<file path="src/rtl/serial_addr_rx_pkg.sv">
package serial_addr_rx_pkg;
  typedef enum logic [2:0] {
    RX_IDLE  = 3'd0,
    RX_START = 3'd1,
    RX_BITS  = 3'd2,
    RX_STOP  = 3'd3,
    RX_HOLD  = 3'd4
  } rx_state_e;

  typedef enum logic [1:0] {
    AM_NINTH       = 2'b00,
    AM_MATCH       = 2'b01,
    AM_MATCH_NINTH = 2'b10,
    AM_AFTER_BREAK = 2'b11
  } addr_mode_e;
endpackage

</file>
<file path="src/rtl/rx_line_sync.sv">
module rx_line_sync #(
  parameter int STAGES = 2
) (
  input  logic clk,
  input  logic rst,
  input  logic line_i,
  output logic line_o
);
  logic [STAGES-1:0] chain_q;

  always_ff @(posedge clk) begin
    if (rst) chain_q <= '1;
    else     chain_q <= {chain_q[STAGES-2:0], line_i};
  end

  assign line_o = chain_q[STAGES-1];
endmodule

</file>
<file path="src/rtl/rx_os_tick.sv">
module rx_os_tick #(
  parameter int DIV_W = 16
) (
  input  logic             clk,
  input  logic             rst,
  input  logic [DIV_W-1:0] div_i,
  output logic             tick_o
);
  logic [DIV_W-1:0] cnt_q;
  logic             hit;

  assign hit = (cnt_q >= div_i);

  always_ff @(posedge clk) begin
    if (rst) begin
      cnt_q  <= '0;
      tick_o <= 1'b0;
    end else begin
      cnt_q  <= hit ? '0 : cnt_q + 1'b1;
      tick_o <= hit;
    end
  end
endmodule

</file>
<file path="src/rtl/rx_framer.sv">
module rx_framer
  import serial_addr_rx_pkg::*;
#(
  parameter int DATA_W  = 8,
  parameter int OS_RATE = 16,
  parameter int MIN_LEN = 5,
  parameter int LEN_W   = 2
) (
  input  logic             clk,
  input  logic             rst,
  input  logic             tick_i,
  input  logic             line_i,
  input  logic [LEN_W-1:0] word_len_i,
  input  logic             ninth_en_i,
  output logic             load_o,
  output logic             brk_o,
  output logic [DATA_W:0]  bits_o
);
  localparam int OS_W  = $clog2(OS_RATE);
  localparam int IDX_W = $clog2(DATA_W + 2);
  localparam logic [OS_W-1:0] MID_CNT  = OS_W'(OS_RATE / 2 - 1);
  localparam logic [OS_W-1:0] FULL_CNT = OS_W'(OS_RATE - 1);

  rx_state_e         st_q;
  logic [OS_W-1:0]   os_q;
  logic [IDX_W-1:0]  idx_q;
  logic [IDX_W-1:0]  last_idx;
  logic [DATA_W:0]   sh_q;
  logic              zeros_q;
  logic              at_mid, at_full;

  assign last_idx = IDX_W'(MIN_LEN - 1) + IDX_W'(word_len_i) + IDX_W'(ninth_en_i);
  assign at_mid   = tick_i && (os_q == MID_CNT);
  assign at_full  = tick_i && (os_q == FULL_CNT);
  assign bits_o   = sh_q;

  always_ff @(posedge clk) begin
    if (rst) begin
      st_q    <= RX_IDLE;
      os_q    <= '0;
      idx_q   <= '0;
      sh_q    <= '0;
      zeros_q <= 1'b1;
      load_o  <= 1'b0;
      brk_o   <= 1'b0;
    end else begin
      load_o <= 1'b0;
      brk_o  <= 1'b0;
      unique case (st_q)
        RX_IDLE: begin
          os_q <= '0;
          if (!line_i) st_q <= RX_START;
        end
        RX_START: begin
          if (at_mid) begin
            os_q <= '0;
            if (line_i) begin
              st_q <= RX_IDLE;
            end else begin
              st_q    <= RX_BITS;
              idx_q   <= '0;
              sh_q    <= '0;
              zeros_q <= 1'b1;
            end
          end else if (tick_i) begin
            os_q <= os_q + 1'b1;
          end
        end
        RX_BITS: begin
          if (at_full) begin
            os_q        <= '0;
            sh_q[idx_q] <= line_i;
            zeros_q     <= zeros_q & ~line_i;
            idx_q       <= idx_q + 1'b1;
            if (idx_q == last_idx) st_q <= RX_STOP;
          end else if (tick_i) begin
            os_q <= os_q + 1'b1;
          end
        end
        RX_STOP: begin
          if (at_full) begin
            os_q <= '0;
            if (zeros_q && !line_i) begin
              brk_o <= 1'b1;
              st_q  <= RX_HOLD;
            end else begin
              load_o <= 1'b1;
              st_q   <= line_i ? RX_IDLE : RX_HOLD;
            end
          end else if (tick_i) begin
            os_q <= os_q + 1'b1;
          end
        end
        RX_HOLD: begin
          if (line_i) st_q <= RX_IDLE;
        end
        default: st_q <= RX_IDLE;
      endcase
    end
  end

  AST_LOAD_ONE_CYCLE: assert property (@(posedge clk) disable iff (rst)
    load_o |=> !load_o);
  AST_BRK_WAITS_HIGH: assert property (@(posedge clk) disable iff (rst)
    brk_o |-> (st_q == RX_HOLD));
endmodule

</file>
<file path="src/rtl/rx_buffer.sv">
module rx_buffer
  import serial_addr_rx_pkg::*;
#(
  parameter int DATA_W  = 8,
  parameter int MIN_LEN = 5,
  parameter int LEN_W   = 2
) (
  input  logic              clk,
  input  logic              rst,
  input  logic              load_i,
  input  logic              brk_i,
  input  logic [DATA_W:0]   bits_i,
  input  logic [LEN_W-1:0]  word_len_i,
  input  logic              ninth_en_i,
  input  logic [1:0]        mode_i,
  input  logic [DATA_W-1:0] cmp_i,
  input  logic              rd_en_i,
  output logic [DATA_W-1:0] rd_data_o,
  output logic              rd_ninth_o,
  output logic              ready_o,
  output logic              addr_o,
  output logic              brk_flag_o
);
  localparam int IDX_W = $clog2(DATA_W + 2);

  logic [DATA_W-1:0] word_c;
  logic [IDX_W-1:0]  ninth_idx;
  logic              ninth_c;
  logic              match_c;
  logic              hit_c;
  logic              after_brk_q;

  for (genvar i = 0; i < DATA_W; i++) begin : g_fill
    assign word_c[i] = (i < MIN_LEN + int'(word_len_i)) ? bits_i[i] : 1'b1;
  end

  assign ninth_idx = IDX_W'(MIN_LEN) + IDX_W'(word_len_i);
  assign ninth_c   = ninth_en_i & bits_i[ninth_idx];
  assign match_c   = (word_c == cmp_i);

  always_comb begin
    unique case (addr_mode_e'(mode_i))
      AM_NINTH:       hit_c = ninth_c;
      AM_MATCH:       hit_c = match_c;
      AM_MATCH_NINTH: hit_c = match_c & ninth_c;
      AM_AFTER_BREAK: hit_c = match_c & after_brk_q;
      default:        hit_c = 1'b0;
    endcase
  end

  always_ff @(posedge clk) begin
    if (rst) begin
      rd_data_o   <= '1;
      rd_ninth_o  <= 1'b0;
      ready_o     <= 1'b0;
      addr_o      <= 1'b0;
      brk_flag_o  <= 1'b0;
      after_brk_q <= 1'b0;
    end else begin
      if (load_i) begin
        rd_data_o  <= word_c;
        rd_ninth_o <= ninth_c;
      end
      if (brk_i)       after_brk_q <= 1'b1;
      else if (load_i) after_brk_q <= 1'b0;

      if (load_i)       ready_o <= 1'b1;
      else if (rd_en_i) ready_o <= 1'b0;

      if (load_i && hit_c) addr_o <= 1'b1;
      else if (rd_en_i)    addr_o <= 1'b0;

      if (brk_i)        brk_flag_o <= 1'b1;
      else if (rd_en_i) brk_flag_o <= 1'b0;
    end
  end

  AST_READY_ON_LOAD: assert property (@(posedge clk) disable iff (rst)
    load_i |=> ready_o);
  AST_ADDR_AT_LOAD: assert property (@(posedge clk) disable iff (rst)
    $rose(addr_o) |-> $past(load_i));
  AST_AFTER_BRK_CLEARS: assert property (@(posedge clk) disable iff (rst)
    (load_i && !brk_i) |=> !after_brk_q);
  AST_BRK_KEEPS_DATA: assert property (@(posedge clk) disable iff (rst)
    (brk_i && !load_i) |=> $stable(rd_data_o));
  AST_READ_CLEARS: assert property (@(posedge clk) disable iff (rst)
    (rd_en_i && !load_i && !brk_i) |=> (!ready_o && !brk_flag_o));
endmodule

</file>
<file path="src/rtl/serial_addr_rx.sv">
module serial_addr_rx
  import serial_addr_rx_pkg::*;
#(
  parameter int DATA_W      = 8,
  parameter int DIV_W       = 16,
  parameter int OS_RATE     = 16,
  parameter int MIN_LEN     = 5,
  parameter int LEN_W       = 2,
  parameter int SYNC_STAGES = 2
) (
  input  logic              clk,
  input  logic              rst,
  input  logic              ser_in,
  input  logic              tx_in,
  output logic              ser_out,
  input  logic [DIV_W-1:0]  baud_div,
  input  logic [LEN_W-1:0]  word_len,
  input  logic              ninth_en,
  input  logic [1:0]        addr_mode,
  input  logic [DATA_W-1:0] cmp_value,
  input  logic              echo_en,
  input  logic              loop_en,
  input  logic              rd_en,
  output logic [DATA_W-1:0] rd_data,
  output logic              rd_ninth,
  output logic              rx_ready,
  output logic              addr_flag,
  output logic              brk_flag
);
  logic             rx_raw, rx_s, tick;
  logic             load, brk;
  logic [DATA_W:0]  bits;

  assign rx_raw = loop_en ? tx_in : ser_in;

  always_ff @(posedge clk) begin
    if (rst)          ser_out <= 1'b1;
    else if (echo_en) ser_out <= ser_in;
    else if (loop_en) ser_out <= 1'b1;
    else              ser_out <= tx_in;
  end

  rx_line_sync #(.STAGES(SYNC_STAGES)) u_sync (
    .clk(clk), .rst(rst), .line_i(rx_raw), .line_o(rx_s)
  );

  rx_os_tick #(.DIV_W(DIV_W)) u_tick (
    .clk(clk), .rst(rst), .div_i(baud_div), .tick_o(tick)
  );

  rx_framer #(.DATA_W(DATA_W), .OS_RATE(OS_RATE), .MIN_LEN(MIN_LEN), .LEN_W(LEN_W)) u_framer (
    .clk(clk), .rst(rst), .tick_i(tick), .line_i(rx_s),
    .word_len_i(word_len), .ninth_en_i(ninth_en),
    .load_o(load), .brk_o(brk), .bits_o(bits)
  );

  rx_buffer #(.DATA_W(DATA_W), .MIN_LEN(MIN_LEN), .LEN_W(LEN_W)) u_buffer (
    .clk(clk), .rst(rst), .load_i(load), .brk_i(brk), .bits_i(bits),
    .word_len_i(word_len), .ninth_en_i(ninth_en), .mode_i(addr_mode),
    .cmp_i(cmp_value), .rd_en_i(rd_en),
    .rd_data_o(rd_data), .rd_ninth_o(rd_ninth), .ready_o(rx_ready),
    .addr_o(addr_flag), .brk_flag_o(brk_flag)
  );

  AST_ECHO_PATH: assert property (@(posedge clk) disable iff (rst)
    echo_en |=> (ser_out == $past(ser_in)));
  AST_LOOP_QUIET: assert property (@(posedge clk) disable iff (rst)
    (loop_en && !echo_en) |=> ser_out);
endmodule

</file>
<file path="config.mk">
export PLATFORM = sky130hd
export DESIGN_NAME = serial_addr_rx
export DESIGN_NICKNAME = d
export VERILOG_FILES = /design/src/rtl/serial_addr_rx_pkg.sv /design/src/rtl/rx_line_sync.sv /design/src/rtl/rx_os_tick.sv /design/src/rtl/rx_framer.sv /design/src/rtl/rx_buffer.sv /design/src/rtl/serial_addr_rx.sv
export SDC_FILE = /design/constraint.sdc
export NUM_CORES = 1
export LEC_CHECK = 0
export BUFFER_PORTS_ARGS = -buffer_cell sky130_fd_sc_hd__buf_2
export CAP_MARGIN = 10
export CORE_MARGIN = 2
export CORE_UTILIZATION = 36
export DETAILED_ROUTE_END_ITERATION = 12
export GPL_TIMING_DRIVEN = 1
export REMOVE_ABC_BUFFERS = 1
export SYNTH_ARGS = -nofsm -noshare
export SYNTH_HDL_FRONTEND = slang
export SYNTH_HIERARCHICAL = 1
export SYNTH_SLANG_ARGS = --single-unit
</file>
<file path="constraint.sdc">
create_clock -name clk -period 2.3 [get_ports clk]
set_input_delay 0.46 -clock clk [delete_from_list [all_inputs] [get_ports clk]]
set_output_delay 0.46 -clock clk [all_outputs]
set_load 0.05 [all_outputs]
</file>
* After elaboration in Yosys (flattened, before gate mapping)
Index checks and enable logic that the tools add are counted. Widths: inputs -> output; s select.
Word-level totals: register bits after elaboration 56, bits of input ports 36, word-level logic and storage cells 131
Cells by class: add/subtract/negate cells 7, $lt $le $gt $ge 12, equality and inequality tests 18, muxes and demuxes 51, bitwise logic cells 7, reductions and logical operators 19
Operator list (count):
- $lt 4x32->1 const A | 4
- $lt 3x32->1 const A | 2
- $lt 2x32->1 const A | 1
- $mux 9 | 3
- $mux 1 | 24
- $mux 3 | 8
- $mux 4 | 6
- $pmux 9 s2 | 1
- $add 16x1->16 const B | 1
- $ge 16x16->1 | 1
- $pmux 3 s5 | 1
- $add 3x2->4 const A | 3
- $pmux 4 s3 | 1
- $lt 4x5->1 const B | 2
- $reduce_bool 2->1 | 5
- $bwmux 9 | 1
- $add 4x1->4 const B | 2
- $eq 8x8->1 | 1
- $ne 2x1->1 const B | 4
- $pmux 4 s2 | 1
- $eq 3x2->1 const B | 2
- $ne 2x2->1 const B | 3
- $reduce_and 6->1 | 1
- $logic_and 1x1->1 | 5
- other kinds (24) | 31

* Depth between registers and ports, before layout
Gate-level depths: netlist of run 1.
word-level depth 8, depth in mapped cells 8, mapped depth without buffers 7

* By module
The synthesis of run 1 kept the hierarchy.
By module, submodules not included:
- rx_framer | times used 1, cells an instance 141, area each 1290.0 sq um, sequential area each 460.4 sq um
- rx_os_tick | times used 1, cells an instance 138, area each 1157.4 sq um, sequential area each 340.3 sq um
- rx_buffer | times used 1, cells an instance 76, area each 700.7 sq um, sequential area each 260.2 sq um
- serial_addr_rx | times used 1, cells an instance 5, area each 58.8 sq um, sequential area each 20.0 sq um
- rx_line_sync | times used 1, cells an instance 4, area each 52.6 sq um, sequential area each 40.0 sq um

* Worst setup path after synthesis of run 1
No wires, ideal clock.
path type input-to-reg, start input word_len[0], end register u_framer.st_q[2], arrival time 2.024 ns, required time 2.179 ns, setup slack 0.155 ns, stages 6, path buffers 0, cells stage by stage ha_1 -> ha_1 -> or3b_2 -> a211oi_1 -> a2bb2oi_1 -> mux2_2
Between the ends: cells in the longest elaborated chain, start to end 5
RTL lines:
- from (decl) | line serial_addr_rx.sv:17 | input logic [LEN_W-1:0] word_len,
- $add 3x2->4 | line rx_framer.sv:32 | assign last_idx = IDX_W'(MIN_LEN - 1) + IDX_W'(word_len_i) + IDX_W'(ninth_en_i);
- $add 4x1->4 | line rx_framer.sv:32
- $eq 4x4->1 | line rx_framer.sv:75 | if (idx_q == last_idx) st_q <= RX_STOP;
- $ne 2x1->1 (no source line)
- $reduce_and 6->1 (no source line)
- to (signal assigned) | line rx_framer.sv:88 | st_q <= line_i ? RX_IDLE : RX_HOLD;
- to (decl) | line rx_framer.sv:24 | rx_state_e st_q;
Every way passes these cells. A chain may end at the register's enable or synchronous reset.

* Worst setup path in the final report of run 1
Same ends and word-level chain as after synthesis.

==> flow_summary.ini, run 1 <==
[clock_tree]
cts_setup_buffers = 0
cts_hold_buf = 0
cts_max_level = 2
clock-sinks = 56
path_clk_slew_ns = 0.11
ctsResizeCount = 0
cts_root_buffer = clkbuf_8
clk-insertion-delay-late_ns = 0.32
cts_buffers = 5
cts_buffer_depth = 2
tritoncts = yes

[synthesis]
yosysUniqueCellTypes = 58
muxShareOfSynthArea = 0.0357
synthCells = 364
synth_top_area_frac = 0.344
synth-main-ff-cell = dfxtp_1
postSynthAreaPerCell_um2 = 8.95
yosysWarnings = 6
synth-xor-area-share = 0.0779
synth.area.top_cells = dfxtp_1, ha_1, xnor2_1
async_flop_share = 0
yosys.area_share.simple = 0.242
synth-seq-cells = 56
seq_area_frac_synth = 0.344
synth_top_family_by_area = simple AND/OR/NAND/NOR gates
yosysTopAreaCell = dfxtp_1
synth-compound-area-share = 0.139
synth-edff-count = 0
syn_area_um2 = 3260
synthTopCellsByCount = dfxtp_1, nor2_1, ha_1
synth.most_common_cell = dfxtp_1
synthAdderAreaFrac = 0.107

[worst_setup_path]
cp_max_fo = 2
critPathMaxStageDelay_ns = 0.43
r2r_end = u_framer/bits_o[0]
cp-end-kind = flip-flop
rr_worst_depth = 5
cp_cell_sequence = buf_2, ha_1, ha_1, or3b_2, a211oi_1, a2bb2oi_1, mux2_2
cp-start-kind = input port
r2r-start = u_framer/os_q[0]
ff2ff_setup_slack_ns = 0.34
critical_path_class = input port to flip-flop
crit_slowest_cell = or3b_2
required_ns = 2.52
critical_path_buf_inv_count = 1
cp_common_cell = ha_1
crit_arrival_ns = 2.26
path_delay_family = compound AO/OA/AOI/OAI gates

[layout]
drive_above_1_share = 0.204
final_nets = 480
design_area_um2 = 3740
syn2layout_area_growth_pct = 14.9
diodes = 0
instances_no_fill = 525

[die]
pin_count = 49
core_region_area_um2 = 8760
start_util = 0.372
die_area_um2 = 9830
die_w_um = 99.2
num_rows = 34
dieHeight_um = 99.2

[sta]
fin_tns_setup_ns = 0
max_slew_margin = 0.578
worst_pin_slew_ns = 0.633
fin_ws_ns = 0.260
period_needed_ns = 2.04
slew_viol_final = 0
fin_worst_skew_ns = 0.0106
hold_viol_final = 0
rsz0062_at_grt = false
timing.final.crit_share = 0.887
fmax_mhz = 490
setup_viol = 0

[placement]
dp_cells = 517
place_area_um2 = 3650
hpwl_mm = 5.44
io_buffers = 48
place_ws_ns = -0.0780
gp_congestion = 0.827

[detailed_routing]
drc = 0
drtIter0Drc = 71
vias = 2677
routed_via_density = 5.10
wire_per_inst_um = 13.3
drtAntennaViolNets = 0
routed_wl_mm = 7.00
first_pass_iters = 4

[grt]
track_usage = 0.150
grt_first_pass_wirelength_mm = 12.2
grt_pass1_vias = 2590
grt_max_degree = 21
antenna_found_initial = 0
gr-total-overflow = 0

[hold_path]
min_to = u_sync/chain_q[1]
holdPathStages = 1
hold_class = flip-flop to flip-flop
min_from = u_sync/chain_q[0]

[job]
maxCapViolations = 0

[status]
outcome = complete, no violations

[pwr]
leakage_nw = 1.59
ir_worst_vdd_mv = 0.300
power.density_nw_per_um2 = 502
-- how the worst max path moves through the flow --
stage          slack [ns]  depth (start not counted)               end        start
2_1_floorplan        0.16                          6  u_framer/st_q[2]  word_len[0]
3_3_place_gp        -0.03                          7  u_framer/st_q[2]  word_len[0]
3_5_place_dp        -0.08                          7  u_framer/st_q[2]  word_len[0]
4_1_cts              0.27                          7  u_framer/st_q[2]  word_len[0]
5_1_grt              0.18                          7  u_framer/st_q[2]  word_len[0]
6_report             0.26                          7  u_framer/st_q[2]  word_len[0]
-- routing by layer --
metal  global-route usage  routed length, µm  share of wire  up-vias
met5                    0                  0              0        -
met4               0.0263                 61         0.0087        0
met3               0.0358                330          0.047        7
met2                0.242               3100           0.44       55
met1                0.208               3500           0.50     1215
li1                     -                  -              -     1400
-- registers in the layout (all words and copies together), names as in the netlist --
name	cells
u_framer/brk_o	1
u_framer/bits_o	9
u_buffer/after_brk_q	1
u_framer/os_q	4
u_buffer/addr_o	1
u_buffer/rd_ninth_o	1
u_sync/chain_q	2
u_buffer/ready_o	1
u_tick/cnt_q	16
ser_out	1
u_framer/load_o	1
u_tick/tick_o	1
u_buffer/rd_data_o	8
u_buffer/brk_flag_o	1
u_framer/idx_q	4
u_framer/st_q	3
u_framer/zeros_q	1
-- cell families after synthesis --
logic type                 count (synthesis)
AOI/OAI and AO/OA                         63
xor gates and xnor gates                  29
adders and majority gates                 28
buffers and inverters                     42
DFF                                       56
muxes                                     11
and+or+nand+nor                          135
-- worst reg2reg max path, stage by stage (launching register included) --
cell,delay [ns]
dfxtp_1,0.38
ha_1,0.24
and4b_1,0.39
o21ai_4,0.16
or4b_1,0.55
mux2i_1,0.14
-- stage by stage --
stage / power, W / utilization / hold slack (ns)
after floorplan: 0.00122 / - / 0.383
after global placement: 0.00132 / 0.416 / 0.398
after detailed placement: 0.00133 / 0.416 / 0.396
after CTS: 0.00190 / 0.427 / 0.420
after global routing: 0.00199 / 0.427 / 0.442
final: 0.00188 / 0.427 / 0.424
-- layout by cell type (no fill, tap or decap), types with 3 or more instances in the layout --
cell type,n
dfxtp_1,56
buf_2,48
nor2_1,30
ha_1,28
inv_1,27
nor3_1,24
nand2_1,21
a21oi_1,18
xnor2_1,15
xor2_1,14
buf_4,12
mux2i_1,9
nor2b_1,8
nand4_1,8
o21ai_0,7
a211o_1,6
nor4_1,6
clkbuf_8,5
nand3_1,5
nor3b_1,4
a211oi_1,4
a21o_1,4
o211ai_1,4
o21bai_1,3
and4b_1,3
or4b_1,3
or3_1,3
-- power by group --
group	total (W)	switching, W	internal (W)
Clock	0.000569	0.000347	0.000222
Combinational	0.000266	0.000144	0.000123
Sequential	0.00104	0.0000447	0.00100
Total	0.00188	0.000536	0.00134
-- cell type report --
cell class                      count  area [µm²]
Clock buffer                        5        68.8
Clock inverter                      3        26.3
Fill cell                         918        5020
Inverter                           27         101
Multi-Input combinational cell    266        1960
Sequential cell                    56        1120
Tap cell                          108         135
Timing Repair Buffer               60         330
No activity file was read; power rests on OpenSTA's default activity.
==> run 2, diff against run 1 <==
Clock period 2.3 ns to 2.5 ns, I/O delays scaled along.
==> flow_summary.ini, run 2 (synthesis gave the netlist of run 1 again) <==
[clock_tree]
ctsResizeCount = 0
clock-sinks = 56
tritoncts = yes
cts_setup_buffers = 0
cts_buffers = 5
clk-insertion-delay-late_ns = 0.32
cts_hold_buf = 0
cts_max_level = 2
cts_buffer_depth = 2
path_clk_slew_ns = 0.10
cts_root_buffer = clkbuf_8

[layout]
syn2layout_area_growth_pct = 13.7
layout_commonest_cell = dfxtp_1
diodes = 0
drive_above_1_share = 0.190
mostFrequentLayoutCells = dfxtp_1, buf_2, nor2_1, ha_1, inv_1
final_nets = 473
largest_reg_flops = 16
regMostFlops = u_tick/cnt_q
instances_no_fill = 518
design_area_um2 = 3710

[pwr]
power.internal_w = 0.00123
p_switching_w = 0.000488
seq_power_share = 0.566
power.density_nw_per_um2 = 464
leakage_nw = 1.56
combPwrFrac = 0.131
p_sw_frac = 0.284
power_frac_clock = 0.303
ir_worst_vdd_mv = 0.295

[status]
outcome = complete, no violations

[detailed_routing]
drtIter0Drc = 77
first_pass_iters = 5
routed_wl_mm = 6.99
drtAntennaViolNets = 0
wire_per_inst_um = 13.5
vias = 2662
drc = 0
routed_via_density = 5.14

[die]
num_rows = 34
start_util = 0.372
core_region_area_um2 = 8760
dieHeight_um = 99.2
die_area_um2 = 9830
pin_count = 49
die_w_um = 99.2

[sta]
slew_viol_final = 0
hold_viol_final = 0
max_slew_margin = 0.607
fin_ws_ns = 0.357
holdWs_ns = 0.405
setup_viol = 0
fin_worst_skew_ns = 0.0123
period_needed_ns = 2.14
fmax_mhz = 467
rsz0062_at_grt = false
fin_tns_setup_ns = 0
timing.final.crit_share = 0.857
worst_pin_slew_ns = 0.589

[grt]
grt_pass1_vias = 2575
track_usage = 0.149
grt_first_pass_wirelength_mm = 12.2
grt_max_degree = 23
antenna_found_initial = 0
gr-total-overflow = 0

[placement]
gp_congestion = 0.858
hpwl_mm = 5.41
io_buffers = 48
place_ws_ns = 0.00894
dp_cells = 510
place_area_um2 = 3610

[hold_path]
hold_class = flip-flop to flip-flop
min_from = u_sync/chain_q[0]

[worst_setup_path]
r2r-start = u_framer/os_q[0]
required_ns = 2.71
cp_cell_sequence = buf_2, ha_1, ha_1, or3b_2, a211oi_1, a2bb2oi_1, mux2_2
critical_path_class = input port to flip-flop
critPathMaxStageDelay_ns = 0.43
cp_max_fo = 6
cp_common_cell = ha_1
crit_arrival_ns = 2.35
cp-start-kind = input port
crit_slowest_cell = or3b_2
cp-startpoint = word_len[0]
cp-end-kind = flip-flop

[job]
maxCapViolations = 0
==> run 2: cell types whose count changed in the layout (fill, tap and decap cells not counted) <==
cell,before,now
buf_12,0,1
clkinv_4,0,1
clkinvlp_4,2,1
buf_4,12,4
==> run 2: area by class of cell <==
cell class	instances	area (µm²)
Fill cell	888	5060
Sequential cell	56	1120
Tap cell	108	135
Multi-Input combinational cell	266	1960
Inverter	27	101
Clock inverter	3	27.5
Timing Repair Buffer	53	290
Clock buffer	5	68.8
==> run 2: power groups by stage <==
stage,sequential (W),clock [W],combinational (W)
6_report,0.000973,0.000521,0.000226
5_1_grt,0.000980,0.000569,0.000263
3_5_place_dp,0.000993,0,0.000231
2_1_floorplan,0.000984,0,0.000138
3_3_place_gp,0.000991,0,0.000220
4_1_cts,0.000973,0.000545,0.000231
==> run 2: critical path: cells and delay by family <==
| kind | cells | cell delay, ns |
|---|---|---|
| adders and majority gates | 2 | 0.39 |
| AOI/OAI and AO/OA | 2 | 0.52 |
| buffers and inverters | 1 | 0.13 |
| and+or+nand+nor | 1 | 0.43 |
| muxes | 1 | 0.36 |
==> run 2: stage by stage <==
stage / util / total power (W)
4_1_cts: 0.423 / 0.00175
3_5_place_dp: 0.412 / 0.00122
2_1_floorplan: - / 0.00112
5_1_grt: 0.423 / 0.00181
3_3_place_gp: 0.412 / 0.00121
6_report: 0.423 / 0.00172
==> run 2: final timing paths <==
check                                     endpoint  slack (ns)  depth (start not counted)
worst max-delay path              u_framer/st_q[2]        0.36                          7
worst min-delay path             u_sync/chain_q[1]        0.41                          1
worst max register to register  u_framer/bits_o[2]        0.51                          5
worst min register to register   u_sync/chain_q[1]        0.41                          1
==> run 2: metal layers <==
metal,global-route usage,routed length (µm)
met3,0.0246,284
met5,0,0
met4,0.0285,43
met1,0.206,3500
met2,0.246,3160
